[src/rtl/phy_pwr_seq_pkg.sv]
package phy_pwr_seq_pkg;

  typedef enum logic [1:0] {
    ST_OFF    = 2'd0,
    ST_WAIT   = 2'd1,
    ST_SETTLE = 2'd2,
    ST_ON     = 2'd3
  } pwr_st_e;

  typedef struct packed {
    logic phy_pd;
    logic otg_pd;
    logic pll_en;
  } phy_ctl_t;

  function automatic phy_ctl_t ctl_for_state(pwr_st_e st);
    phy_ctl_t c;
    if (st == ST_OFF) begin
      c.phy_pd = 1'b1;
      c.otg_pd = 1'b1;
      c.pll_en = 1'b0;
    end else begin
      c.phy_pd = 1'b0;
      c.otg_pd = 1'b0;
      c.pll_en = 1'b1;
    end
    return c;
  endfunction

endpackage

[src/rtl/phy_pwr_seq_tmr.sv]
module phy_pwr_seq_tmr #(
  parameter int WAIT_TICKS   = 100,
  parameter int SETTLE_TICKS = 5
) (
  input  logic clk,
  input  logic rst_n,
  input  logic run,
  input  logic clr,
  input  logic tick,
  output logic wait_hit,
  output logic settle_hit
);
  localparam int MAX_LIM = (WAIT_TICKS > SETTLE_TICKS) ? WAIT_TICKS : SETTLE_TICKS;
  localparam int CW      = $clog2(MAX_LIM + 1);
  localparam logic [CW-1:0] WAIT_LAST   = CW'(WAIT_TICKS - 1);
  localparam logic [CW-1:0] SETTLE_LAST = CW'(SETTLE_TICKS - 1);

  logic [CW-1:0] cnt;
  logic          step;

  assign step       = run && tick;
  assign wait_hit   = step && (cnt == WAIT_LAST);
  assign settle_hit = step && (cnt == SETTLE_LAST);

  always_ff @(posedge clk or negedge rst_n) begin
    if (!rst_n) begin
      cnt <= '0;
    end else if (clr) begin
      cnt <= '0;
    end else if (step) begin
      cnt <= cnt + 1'b1;
    end
  end

endmodule

[src/rtl/phy_pwr_seq_fsm.sv]
module phy_pwr_seq_fsm
  import phy_pwr_seq_pkg::*;
(
  input  logic    clk,
  input  logic    rst_n,
  input  logic    on_req,
  input  logic    off_req,
  input  logic    clk_good,
  input  logic    wait_hit,
  input  logic    settle_hit,
  output pwr_st_e st,
  output logic    cnt_run,
  output logic    cnt_clr,
  output logic    start,
  output logic    expire,
  output logic    good_seen
);
  pwr_st_e nxt;

  always_comb begin
    nxt    = st;
    start  = 1'b0;
    expire = 1'b0;
    unique case (st)
      ST_OFF: begin
        if (on_req && !off_req) begin
          nxt   = ST_WAIT;
          start = 1'b1;
        end
      end
      ST_WAIT: begin
        if (off_req) begin
          nxt = ST_OFF;
        end else if (clk_good) begin
          nxt = ST_SETTLE;
        end else if (wait_hit) begin
          nxt    = ST_SETTLE;
          expire = 1'b1;
        end
      end
      ST_SETTLE: begin
        if (off_req)         nxt = ST_OFF;
        else if (settle_hit) nxt = ST_ON;
      end
      ST_ON: begin
        if (off_req) nxt = ST_OFF;
      end
      default: nxt = ST_OFF;
    endcase
  end

  assign cnt_run = (st == ST_WAIT) || (st == ST_SETTLE);
  assign cnt_clr = (nxt != st);

  always_ff @(posedge clk or negedge rst_n) begin
    if (!rst_n) begin
      st        <= ST_OFF;
      good_seen <= 1'b0;
    end else begin
      st <= nxt;
      if (start)
        good_seen <= 1'b0;
      else if (st == ST_WAIT && !off_req && clk_good)
        good_seen <= 1'b1;
    end
  end

endmodule

[src/rtl/phy_pwr_seq_ctl.sv]
module phy_pwr_seq_ctl
  import phy_pwr_seq_pkg::*;
(
  input  logic    clk,
  input  logic    rst_n,
  input  pwr_st_e st,
  input  logic    start,
  input  logic    expire,
  input  logic    good_seen,
  output logic    phy_rst,
  output logic    phy_pd,
  output logic    otg_pd,
  output logic    pll_en,
  output logic    ready,
  output logic    timed_out
);
  phy_ctl_t ctl;

  assign ctl    = ctl_for_state(st);
  assign phy_pd = ctl.phy_pd;
  assign otg_pd = ctl.otg_pd;
  assign pll_en = ctl.pll_en;
  assign ready  = (st == ST_ON) && good_seen;

  always_ff @(posedge clk or negedge rst_n) begin
    if (!rst_n) begin
      phy_rst   <= 1'b1;
      timed_out <= 1'b0;
    end else begin
      if (start) phy_rst <= 1'b0;
      if (start)       timed_out <= 1'b0;
      else if (expire) timed_out <= 1'b1;
    end
  end

endmodule

[src/rtl/phy_pwr_seq.sv]
module phy_pwr_seq
  import phy_pwr_seq_pkg::*;
#(
  parameter int WAIT_TICKS   = 100,
  parameter int SETTLE_TICKS = 5
) (
  input  logic clk,
  input  logic rst_n,
  input  logic pwr_on_req,
  input  logic pwr_off_req,
  input  logic tick,
  input  logic clk_good,
  output logic phy_rst,
  output logic phy_pd,
  output logic otg_pd,
  output logic pll_en,
  output logic ready,
  output logic timed_out
);
  pwr_st_e st;
  logic    cnt_run, cnt_clr, start, expire, good_seen;
  logic    wait_hit, settle_hit;

  phy_pwr_seq_fsm u_fsm (
    .clk        (clk),
    .rst_n      (rst_n),
    .on_req     (pwr_on_req),
    .off_req    (pwr_off_req),
    .clk_good   (clk_good),
    .wait_hit   (wait_hit),
    .settle_hit (settle_hit),
    .st         (st),
    .cnt_run    (cnt_run),
    .cnt_clr    (cnt_clr),
    .start      (start),
    .expire     (expire),
    .good_seen  (good_seen)
  );

  phy_pwr_seq_tmr #(
    .WAIT_TICKS   (WAIT_TICKS),
    .SETTLE_TICKS (SETTLE_TICKS)
  ) u_tmr (
    .clk        (clk),
    .rst_n      (rst_n),
    .run        (cnt_run),
    .clr        (cnt_clr),
    .tick       (tick),
    .wait_hit   (wait_hit),
    .settle_hit (settle_hit)
  );

  phy_pwr_seq_ctl u_ctl (
    .clk       (clk),
    .rst_n     (rst_n),
    .st        (st),
    .start     (start),
    .expire    (expire),
    .good_seen (good_seen),
    .phy_rst   (phy_rst),
    .phy_pd    (phy_pd),
    .otg_pd    (otg_pd),
    .pll_en    (pll_en),
    .ready     (ready),
    .timed_out (timed_out)
  );

endmodule

[config.mk]
export PLATFORM = sky130hd
export DESIGN_NAME = phy_pwr_seq
export DESIGN_NICKNAME = d
export VERILOG_FILES = /design/src/rtl/phy_pwr_seq_pkg.sv /design/src/rtl/phy_pwr_seq_tmr.sv /design/src/rtl/phy_pwr_seq_fsm.sv /design/src/rtl/phy_pwr_seq_ctl.sv /design/src/rtl/phy_pwr_seq.sv
export SDC_FILE = /design/constraint.sdc
export NUM_CORES = 1
export LEC_CHECK = 0
export CAP_MARGIN = 25
export CORE_MARGIN = 1.5
export CORE_UTILIZATION = 30
export DETAILED_ROUTE_END_ITERATION = 10
export DONT_BUFFER_PORTS = 1
export GPL_TIMING_DRIVEN = 0
export MAX_ROUTING_LAYER = met4
export PLACE_DENSITY = 0.46
export SYNTH_ARGS = -nofsm -noshare
export SYNTH_HDL_FRONTEND = slang
export SYNTH_SLANG_ARGS = --single-unit
export TNS_END_PERCENT = 20
[constraint.sdc]
create_clock -name clk -period 2.82 [get_ports clk]
set_clock_uncertainty 0.15 [all_clocks]
set_input_delay 0.423 -clock clk [delete_from_list [all_inputs] [get_ports clk]]
set_output_delay 0.423 -clock clk [all_outputs]
set_load 0.01 [all_outputs]
* Yosys cells after proc, flatten, opt, wreduce, memory -nomap -nowiden
Index checks and enable logic that the tools add are counted.
Word-level totals: input port bits 6, register bits after elaboration 12, output and inout port bits 6
Cells by class: reduce and logical (&&, ||, !) cells 13, add/subtract/negate cells 1, multiplexer cells 21, eq/ne operators 6
Operators with widths (number):
- $mux 2 | 7
- $mux 7 | 2
- $mux 1 | 10
- $pmux 2 s4 | 1
- $add 7x1->7 const B | 1
- $eq 7x3->1 const B | 1
- $eq 7x7->1 const B | 1
- $logic_and 1x1->1 | 7
- $reduce_bool 2->1 | 3
- $eq 2x2->1 const B | 2
- $mux 3 | 1
- $eq 2x1->1 const B | 1
- $logic_not 2->1 | 1
- $ne 2x2->1 | 1
- $logic_not 1->1 | 1
- $logic_or 1x1->1 | 1

* Longest topological paths before layout
depth after elaboration 10, mapped depth 7

* Hierarchy
Synthesis repeated with hierarchy kept, for this count alone.
Unflattened totals: cell total of the unflattened synthesis 88, area total of the unflattened synthesis 802.0 sq um
Modules (own cells, without submodules):
- phy_pwr_seq_tmr | area each 384.1 sq um, cells an instance 42, times used 1
- phy_pwr_seq_fsm | area each 325.3 sq um, cells an instance 38, times used 1
- phy_pwr_seq_ctl | area each 92.6 sq um, cells an instance 8, times used 1

* Worst setup path before layout
No wires, ideal clock.
path kind reg2reg, start point register u_fsm.st[1], end point register u_tmr.cnt[0], setup slack 0.807 ns, period minus slack after synthesis 2.013 ns, buffers on the path 0, required time 2.531 ns, stages on the path, launching flop included 7, arrival time 1.725 ns, cells stage by stage dfrtp_1 > inv_1 > ha_1 > and4bb_1 > nand4_2 > o2111ai_4 > nor4_1
Between the ends: word-level cells in the longest chain between the ends 10
Ends and longest elaborated chain:
- start: declaration | RTL line phy_pwr_seq_fsm.sv:11 | output pwr_st_e st,
- start signal: assignment | RTL line phy_pwr_seq_fsm.sv:60 | st <= nxt;
- $eq 2x1->1 or $eq 2x2->1 (tied branches) | RTL line phy_pwr_seq_fsm.sv:24, phy_pwr_seq_fsm.sv:52
- $logic_or 1x1->1 | RTL line phy_pwr_seq_fsm.sv:52 | assign cnt_run = (st == ST_WAIT) || (st == ST_SETTLE);
- $logic_and 1x1->1 | RTL line phy_pwr_seq_tmr.sv:21 | assign step = run && tick;
- $logic_and 1x1->1 | RTL line phy_pwr_seq_tmr.sv:22 | assign wait_hit = step && (cnt == WAIT_LAST);
- $mux 2 | RTL line phy_pwr_seq_fsm.sv:36 | end else if (wait_hit) begin
- $mux 2 | RTL line phy_pwr_seq_fsm.sv:34 | end else if (clk_good) begin
- $mux 2 | RTL line phy_pwr_seq_fsm.sv:32 | if (off_req) begin
- $pmux 2 s4 | RTL line phy_pwr_seq_fsm.sv:24 | unique case (st)
- $ne 2x2->1 | RTL line phy_pwr_seq_fsm.sv:53 | assign cnt_clr = (nxt != st);
- $mux 7 or $reduce_bool 2->1 (tied branches)
- end signal: assignment | RTL line phy_pwr_seq_tmr.sv:31 | cnt <= cnt + 1'b1;
- end: declaration | RTL line phy_pwr_seq_tmr.sv:18 | logic [CW-1:0] cnt;
Several ways; a longest one is shown, not always the timed one. A chain may end at the register's enable or synchronous reset.

* Final worst setup path
Ends and elaborated chain as after synthesis.

==> key figures <==
Outcome
  • Status: finished, final reports clean

Timing
  • Period minus WS final: ~2.3 ns
  • RSZ-0062 raised after global routing: false
  • Final Max Slew Viols: 0
  • Relative slew slack: ~60%
  • Worst slew pin tran: 0.601 ns
  • Final Hold Fails: 0
  • Final period util: 81.8%
  • Final TNS setup: 0 ns
  • Max Clk Rate: ~0.43 GHz
  • Final setup vio count: 0

CTS
  • CTS buffer count: 3
  • Clock transition at the registers of the reported paths: roughly 0.080 ns
  • H-tree Lvls: 1
  • Clk buf depth: 2
  • Resized cells post-CTS: 0
  • Clock latency on the worst-skew pair: between 0.2 and 0.3 ns
  • Hold buffers post-CTS: 1
  • Post-CTS Repair Setup Buffers: 0
  • CTS tree: built
  • Clk root buf: clkbuf_4
  • Clock sink count: 12

Global route
  • Pin count of the biggest net entering global routing: 13
  • Overflow after GRT: 0
  • Global-route wire length before repair: between 3000 and 4000 um
  • Vias in the first global route: 630
  • Initial antenna violation count: 0
  • All-Layer GR Usage: around 13%

Floorplan
  • Chip Width: roughly 58 um
  • Row count: 19
  • Initial core utilization: 32.1%
  • Ports: 12
  • Die height: roughly 58 um
  • CORE AREA: 2780 um2
  • Die Footprint: around 3300 um2

Routing
  • M1 WL: about 910 um
  • DRT Pass-1 Iters: 4
  • Vias/cell: roughly 5.6
  • DRT iter0 DRCs: 11
  • Highest Signal Layer: met4
  • Final WL: approximately 1900 um
  • DRC errors left: 0
  • WL/cell: ~16 um
  • Length of routed met3 wiring: around 95 um
  • Routed Antenna Nets: 0
  • Routed via count: about 680
  • WL met2: approximately 900 um

Placed design
  • Post-DP Area: around 930 um2
  • Final HPWL DP: 1420 um
  • Placed Cells: ~120
  • IO Port Bufs: 0
  • GP Congestion: around 0.80

Synthesis
  • Area fraction of the dominant cell type after synthesis: between 30 and 40%
  • Unique cell type count in the Yosys netlist: 39
  • Synth area leaders: dfrtp_1 31%, ha_1 8.4%, nor4_1 5.6%
  • Syn nets: 98
  • Cells after Synth: between 80 and 90
  • Syn Std Cell Area: about 900 um2
  • Seq/Total Area, Yosys: 33.8%
  • Synth area leader: dfrtp_1
  • Synth Warn #: 0
  • Register bit total from synthesis: 12
  • Average size of a mapped cell: a little over 10 um2

Setup path
  • Crit Path Category: flop to flop
  • Crit-path cells: inv_1 -> ha_1 -> and4bb_1 -> nand4_2 -> o2111ai_4 -> nor4_1
  • Critical Path Max Stage Delay: around 0.54 ns
  • Largest fanout on the critical path: 10
  • Crit path DAT: 2.30 ns
  • CP Capture Type: flop
  • Startpoint types: flop
  • Critical Path Slowest Stage Cell: dfrtp_1
  • Required time worst endpoint: 2.81 ns

Cells and area
  • Fin area: 968 um2
  • Fin cells: about 120
  • Fillcell total: between 200 and 300
  • Share of cells above drive strength 1: ~15%
  • Antenna Cells: 0
  • Nets: ~100
  • Area delta synth->final: 8.40%

Power
  • PwrDens: slightly below 700 nW/um2
  • VDD IR max: 0.359 mV
  • Pleak: approximately 0.4 nW

Worst hold path
  • Worst Hold Class: input port to flop

Job
  • Max-cap violations: 0
-- flip-flops by register name, summed over array words and instances (netlist names) --
signal	cells
u_fsm.good_seen	1
u_ctl.phy_rst	1
u_tmr.cnt	7
u_fsm.st	2
u_ctl.timed_out	1
-- worst max-delay path, delay by kind of cell, from the launching register on --
family                   cells  cell delay [ns]
adder cells (fa/ha/maj)      1             0.36
AO/OA/AOI/OAI                1             0.34
buffers and inverters        1             0.14
AND/OR/NAND/NOR              3             0.64
flip-flops                   1             0.54
-- cells by family after synthesis --
| family | count (synthesis) | synth area share (%) |
|---|---|---|
| AND/OR/NAND/NOR | 40 | 33.5 |
| multiplexers | 1 | 1.12 |
| adder cells (fa/ha/maj) | 6 | 8.40 |
| flip-flops | 12 | 33.8 |
| AO/OA/AOI/OAI | 12 | 12.3 |
| buffers and inverters | 9 | 5.04 |
| XOR/XNOR | 6 | 5.88 |
-- routing by layer --
layer,track usage (%),vias to the layer above
met4,1.99,0
met2,19.0,11
met1,15.8,335
li1,-,335
met5,-,-
met3,5.44,2
-- synthesized netlist by cell type --
cell type and instances:
nor3_4 1, nand2b_1 3, mux2i_1 1, and3b_1 1, and4_1 1, xnor2_1 2
xor2_1 4, o21ai_0 1, buf_4 1, and2_1 3, ha_1 6, a221o_1 1
a21oi_2 1, nor2b_1 2, nand4_2 1, and4bb_2 1, nor4_1 8, nor4b_4 1
inv_1 6, nor3b_1 1, dfstp_2 1, or3_1 1, a21oi_1 2, buf_6 1
nand4_1 4, and4bb_1 1, nand3_1 2, o2111ai_4 1, dfrtp_1 11, a2bb2oi_2 1
a31oi_1 2, a32oi_1 1, nand2_1 3, o311ai_1 1, nor2_1 4, o21ai_1 1
nor4_4 1, or2b_1 1, clkbuf_1 1
-- metrics by stage --
| step | hold WS, ns | utilization, % | power (W) | setup WS [ns] |
|---|---|---|---|---|
| final | 0.173 | 34.8 | 0.000657 | 0.513 |
| after global routing | 0.179 | 34.8 | 0.000700 | 0.364 |
| after CTS | 0.172 | 34.8 | 0.000662 | 0.525 |
| after detailed placement | -0.0221 | 33.5 | 0.000541 | 0.520 |
| after global placement | -0.0223 | 33.5 | 0.000544 | 0.503 |
| after floorplan | -0.0226 | - | 0.000478 | 0.807 |
-- path summary, 6_finish.rpt --
check | from | endpoint | slack [ns] | cells past startpoint
worst max-delay path | u_fsm.st[1]$_DFF_PN0_ | u_tmr.cnt[0]$_DFFE_PN0P_ | 0.51 | 6
worst min register to register | u_fsm.good_seen$_DFFE_PN0P_ | u_fsm.good_seen$_DFFE_PN0P_ | 0.34 | 2
max in group asynchronous | rst_n | u_tmr.cnt[6]$_DFFE_PN0P_ | 1.69 | 1
worst min-delay path | clk_good | u_fsm.good_seen$_DFFE_PN0P_ | 0.17 | 2
min in group asynchronous | rst_n | u_tmr.cnt[5]$_DFFE_PN0P_ | 0.44 | 1
worst max register to register | u_fsm.st[1]$_DFF_PN0_ | u_tmr.cnt[0]$_DFFE_PN0P_ | 0.51 | 6
-- power by group --
part	switching (W)	total [W]	internal [W]
sequential	0.0000327	0.000231	0.000198
combinational	0.000188	0.000312	0.000124
clock	0.0000584	0.000113	0.0000548
-- final cells by class --
| class | instances | area [um2] | area share (%) |
|---|---|---|---|
| Multi-Input combinational cell | 65 | 547 | 56.5 |
| Buffer | 3 | 22.5 | 2.33 |
| Tap cell | 31 | 38.8 | 4.01 |
| Sequential cell | 12 | 302 | 31.1 |
| Inverter | 6 | 22.5 | 2.33 |
| Clock buffer | 4 | 26.3 | 2.71 |
| Timing Repair Buffer | 1 | 10.0 | 1.03 |
-- cells in the final DEF (no fill, tap or decap), types with 3 or more instances in the layout --
cell / Yosys / routed
ha_1: 6 / 6
nor2_1: 4 / 4
nand2_1: 3 / 3
and2_1: 3 / 3
dfrtp_1: 11 / 11
inv_1: 6 / 6
xor2_1: 4 / 4
nand2b_1: 3 / 3
nor4_1: 8 / 8
clkbuf_4: 0 / 3
nand4_1: 4 / 4
(Power assumes the default switching activity.)
